## config.mk

```make
export PLATFORM = sky130hd
export DESIGN_NAME = rx_addr_match
export DESIGN_NICKNAME = d
export VERILOG_FILES = /design/src/rtl/rx_addr_match.sv
export SDC_FILE = /design/constraint.sdc
export NUM_CORES = 1
export LEC_CHECK = 0
export BUFFER_PORTS_ARGS = -buffer_cell sky130_fd_sc_hd__buf_2
export CORE_ASPECT_RATIO = 0.8
export CORE_MARGIN = 5
export CORE_UTILIZATION = 55
export DETAILED_ROUTE_END_ITERATION = 10
export PLACE_DENSITY = 0.74
export SKIP_LAST_GASP = 1
export SLEW_MARGIN = 10
export SYNTH_ARGS = -nofsm -noshare
export SYNTH_HDL_FRONTEND = slang
export SYNTH_SLANG_ARGS = --single-unit
export TNS_END_PERCENT = 100
```

## constraint.sdc

```tcl
create_clock -name clk -period 2.59 [get_ports clk]
set_clock_uncertainty 0.05 [all_clocks]
set_input_delay 0.518 -clock clk [delete_from_list [all_inputs] [get_ports clk]]
set_output_delay 0.518 -clock clk [all_outputs]
set_load 0.05 [all_outputs]
```

## src/rtl/rx_addr_match.sv

```systemverilog
module rx_addr_match #(
  parameter int NPIPE  = 6,
  parameter int AW_MAX = 5,
  parameter int PW_W   = 6
) (
  input  logic                 clk,
  input  logic                 rst_n,
  input  logic                 wr_en,
  input  logic [3:0]           wr_sel,
  input  logic                 wr_first,
  input  logic [7:0]           wr_data,
  input  logic                 addr_vld,
  input  logic [8*AW_MAX-1:0]  addr_in,
  output logic                 hit,
  output logic [2:0]           hit_pipe
);
  localparam int AB = 8 * AW_MAX;
  localparam logic [3:0] SEL_AW  = 4'd6;
  localparam logic [3:0] SEL_EN  = 4'd7;
  localparam logic [3:0] SEL_PW0 = 4'd8;
  localparam logic [2:0] NO_PIPE = 3'd7;

  logic [1:0]       aw_q;
  logic [NPIPE-1:0] en_q;
  logic [2:0]       wr_idx_q;
  logic [AB-1:0]    full0_q, full1_q;
  logic [AB-1:0]    eff   [NPIPE];
  logic [AB-1:0]    mask;
  logic [NPIPE-1:0] match;
  logic [2:0]       nbytes, idx, sel;

  assign nbytes = (aw_q == 2'd0) ? 3'd0 : {1'b0, aw_q} + 3'd2;
  assign idx    = wr_first ? 3'd0 : wr_idx_q;

  wire addr_wr = wr_en && (wr_sel < 4'(NPIPE));
  wire byte_ok = idx < nbytes;

  always_ff @(posedge clk) begin
    if (!rst_n) begin
      aw_q     <= 2'b11;
      en_q     <= NPIPE'(2'b11);
      wr_idx_q <= 3'd0;
      full0_q  <= {AW_MAX{8'hE7}};
      full1_q  <= {AW_MAX{8'hC2}};
    end else begin
      if (wr_en && wr_sel == SEL_AW) aw_q <= wr_data[1:0];
      if (wr_en && wr_sel == SEL_EN) en_q <= wr_data[NPIPE-1:0];
      if (addr_wr && idx != 3'd7) wr_idx_q <= idx + 3'd1;
      if (addr_wr && byte_ok && wr_sel == 4'd0) full0_q[idx*8 +: 8] <= wr_data;
      if (addr_wr && byte_ok && wr_sel == 4'd1) full1_q[idx*8 +: 8] <= wr_data;
    end
  end

  for (genvar b = 0; b < AW_MAX; b++) begin : g_mask
    localparam logic [2:0] BI = 3'(b);
    assign mask[b*8 +: 8] = (BI < nbytes) ? 8'hFF : 8'h00;
  end

  for (genvar p = 0; p < NPIPE; p++) begin : g_pipe
    localparam logic [3:0] PSEL = 4'(p);
    logic [PW_W-1:0] pw_q;

    always_ff @(posedge clk) begin
      if (!rst_n) pw_q <= '0;
      else if (wr_en && wr_sel == SEL_PW0 + PSEL) pw_q <= wr_data[PW_W-1:0];
    end

    if (p == 0) begin : g_p0
      assign eff[p] = full0_q;
    end else if (p == 1) begin : g_p1
      assign eff[p] = full1_q;
    end else begin : g_short
      logic [7:0] lsb_q;
      always_ff @(posedge clk) begin
        if (!rst_n) lsb_q <= 8'hC1 + 8'(p);
        else if (addr_wr && wr_sel == PSEL && idx == 3'd0 && byte_ok) lsb_q <= wr_data;
      end
      assign eff[p] = {full1_q[AB-1:8], lsb_q};
    end

    assign match[p] = en_q[p] && (pw_q != '0) && (nbytes != 3'd0) &&
                      (((addr_in ^ eff[p]) & mask) == '0);
  end

  always_comb begin
    sel = NO_PIPE;
    for (int p = NPIPE - 1; p >= 0; p--)
      if (match[p]) sel = 3'(p);
  end

  always_ff @(posedge clk) begin
    if (!rst_n) begin
      hit      <= 1'b0;
      hit_pipe <= NO_PIPE;
    end else begin
      hit      <= addr_vld && (match != '0);
      hit_pipe <= (addr_vld && (match != '0)) ? sel : NO_PIPE;
    end
  end
endmodule


```

==> metrics.txt <==
status=finished, final reports clean; CTS root buffer=clkbuf_16; Finished Core Util=63.5%; pin count of the biggest net entering global routing=65; area leader, netlist=dfxtp_1; CTS clk-pin slew, worst paths=0.06 ns; Hold Crit Class=input pin to flip-flop; I/O pin count=61; CP Capture Type=flip-flop; DR pass1 iterations=5; crit path time final=2.33 ns; setup_tns=0 ns; std cell rows=39; Vias=between 6k and 7k; aggregate routed wire length=19.8 mm; min-delay src=wr_data[3]; Final nets=about 960; Worst EP arrival=2.56 ns; pre-CTS WS=0.0123 ns; Synth Area per Inst=about 9.2 sq um; unrepaired setup endpoints after global routing=false; Gate Count Post-Synth=849; clock buffer depth=2; critical path class=flip-flop to flip-flop; LEAKAGE=3.89 nW; Synth top area share=a little over two fifths; crit-path max FO=8; worst endpoint required time=2.82 ns; Fmax=approximately 0.43 GHz; total grt overflow=0; MaxCap Viol Count=0; initial antenna violation count=0; count of different cell masters after synthesis=53; Final Total Pwr=5.71 mW; Final Max Tran Viols=0; IO buf count=60; DRT iter0 DRCs=roughly 380; Syn-to-layout area delta=14.8%; Clock Latency Late Sink=around 0.43 ns; vias in the first global route=5974; gr usage total=24.7%; # DRC=0; part of the cycle the worst path needs=90.1%; highest-count cells in the layout ignoring fill and taps=dfxtp_1 (163), mux2i_1 (108), nor2_1 (97); wire length per cell=18.1 microns; most common flop cell mapped by yosys=dfxtp_1; Setup Viol. Count Final=0; vias per inst=5.63; Max rail drop VDD=about 0.00054 V; Hold Buf Count CTS=0; Ys Warns=0; CTS H-tree lvls=4; origin of the critical flop-to-flop path=wr_idx_q[0]; Fillers=between 1k and 1.5k; half-perimeter wire length after placement=between 10 and 15 mm; Mapped Area=between 7000 and 8000 sq um; fraction of registers with async set/reset=0%; Core ar.=~14000 sq um; CTS resizes=0; die area=16700 sq um; Initial Utilization=between 50% and 60%; Setup WS post-layout=0.257 ns; Post CTS Setup Buffer Count=0; sequential share of the synthesized area=41.8%; TritonCTS buffer count=17; Slew headroom=49.9%; Die Wd=143 microns; Synth Register Bits=163; Antenna Cells=0; CTS tree=done; Final ANT Viol Nets=0; layout cells sized above 1=15.7%; RD Place Congestion=0.828; Post-synth EDFFs=0; final hold violations=0; commonest non-fill, non-tap cell in the layout=dfxtp_1; Synthesized Nets=912; Pwr Density=between 600 and 700 nW/um^2; Die Y=roughly 120 microns; critical path launch point=wr_idx_q[0]; Synth area leaders=dfxtp_1 (42%), mux2i_1 (14%), xor2_1 (6.3%); Startpoint Class=flip-flop; first-pass GRT wire length=roughly 32 mm; Least-Margin Pin Slew=0.752 ns; Clock Sinks=163
## path summary, 6_finish.rpt
check / end / slack [ns] / depth (start not counted)
max reg2reg: full1_q[22] / 0.26 / 10
max: full1_q[22] / 0.26 / 10
min reg2reg: full1_q[21] / 0.42 / 2
min: g_pipe[0].pw_q[3] / 0.34 / 3
## registers in the layout, indices dropped and copies added (netlist names)
signal,cells
full0_q,40
full1_q,40
g_pipe.pw_q,36
g_pipe.g_short.lsb_q,32
en_q,6
hit_pipe,3
wr_idx_q,3
aw_q,2
hit,1
## synth_stat cells (all sizes together), types with 3 or more instances
cell and n:
nand4 23, ha 6, dfxtp 163, a211oi 4
nor2b 6, xor2 57, nand3 63, buf 20
nor4 16, o21ai 34, nor3 13, nand2b 12
nand2 63, nor3b 3, nor2 100, clkbuf 40
o211ai 19, a21oi 16, and3 3, inv 5
xnor2 55, mux2i 108, or4 3
## cell families (layout without fill, tap and decap cells)
| family | Yosys count | in the layout | synth area share (%) |
|---|---|---|---|
| multiplexers | 108 | 108 | 13.9 |
| AND/OR/NAND/NOR | 313 | 313 | 20.0 |
| adder cells (fa/ha/maj) | 6 | 6 | 0.962 |
| XOR/XNOR | 112 | 112 | 13.1 |
| buffers and inverters | 65 | 127 | 3.77 |
| flip-flops | 163 | 163 | 41.8 |
| AO/OA/AOI/OAI | 82 | 82 | 6.45 |
## report_power, final
part | internal, mW | switching (mW)
logic | 0.163 | 0.287
clock network | 1.73 | 0.994
registers | 2.53 | 0.0131
## critical path: stages (launching register included)
cell     delay [ns]
dfxtp_1        0.36
nor2b_2        0.19
inv_2          0.09
ha_1           0.18
ha_1           0.19
nor3_1         0.16
o21ai_1        0.16
nor2_2         0.22
nand4_1        0.33
nand2_1        0.17
nand3_1        0.08
## metal layers
layer	track usage (%)	share of wire, %	vias to the layer above
li1	-	-	3018
met1	35.3	48	2928
met2	37.4	44	186
met3	4.95	5.9	33
met4	8.61	1.8	0
met5	0	0	-
## through the flow
stage                     area (sq um)  instances  hold WS [ns]
after floorplan                   7800        849         0.385
after global placement            8330       1064         0.402
after detailed placement          8330       1064         0.410
after CTS                         8960       1095         0.349
after global routing              8960       1095         0.350
final                             8960       1095         0.339
## cell type report
cell class	instances	area [sq um]	area share (%)
repair buffers	91	571	6.37
clock inverters	10	181	2.02
inverters	5	18.8	0.209
multi-input cells	621	4250	47.4
flip-flops and latches	163	3260	36.4
well taps	184	230	2.57
clock buffers	21	450	5.03
Note: power is estimated with default switching activity, not from simulation.
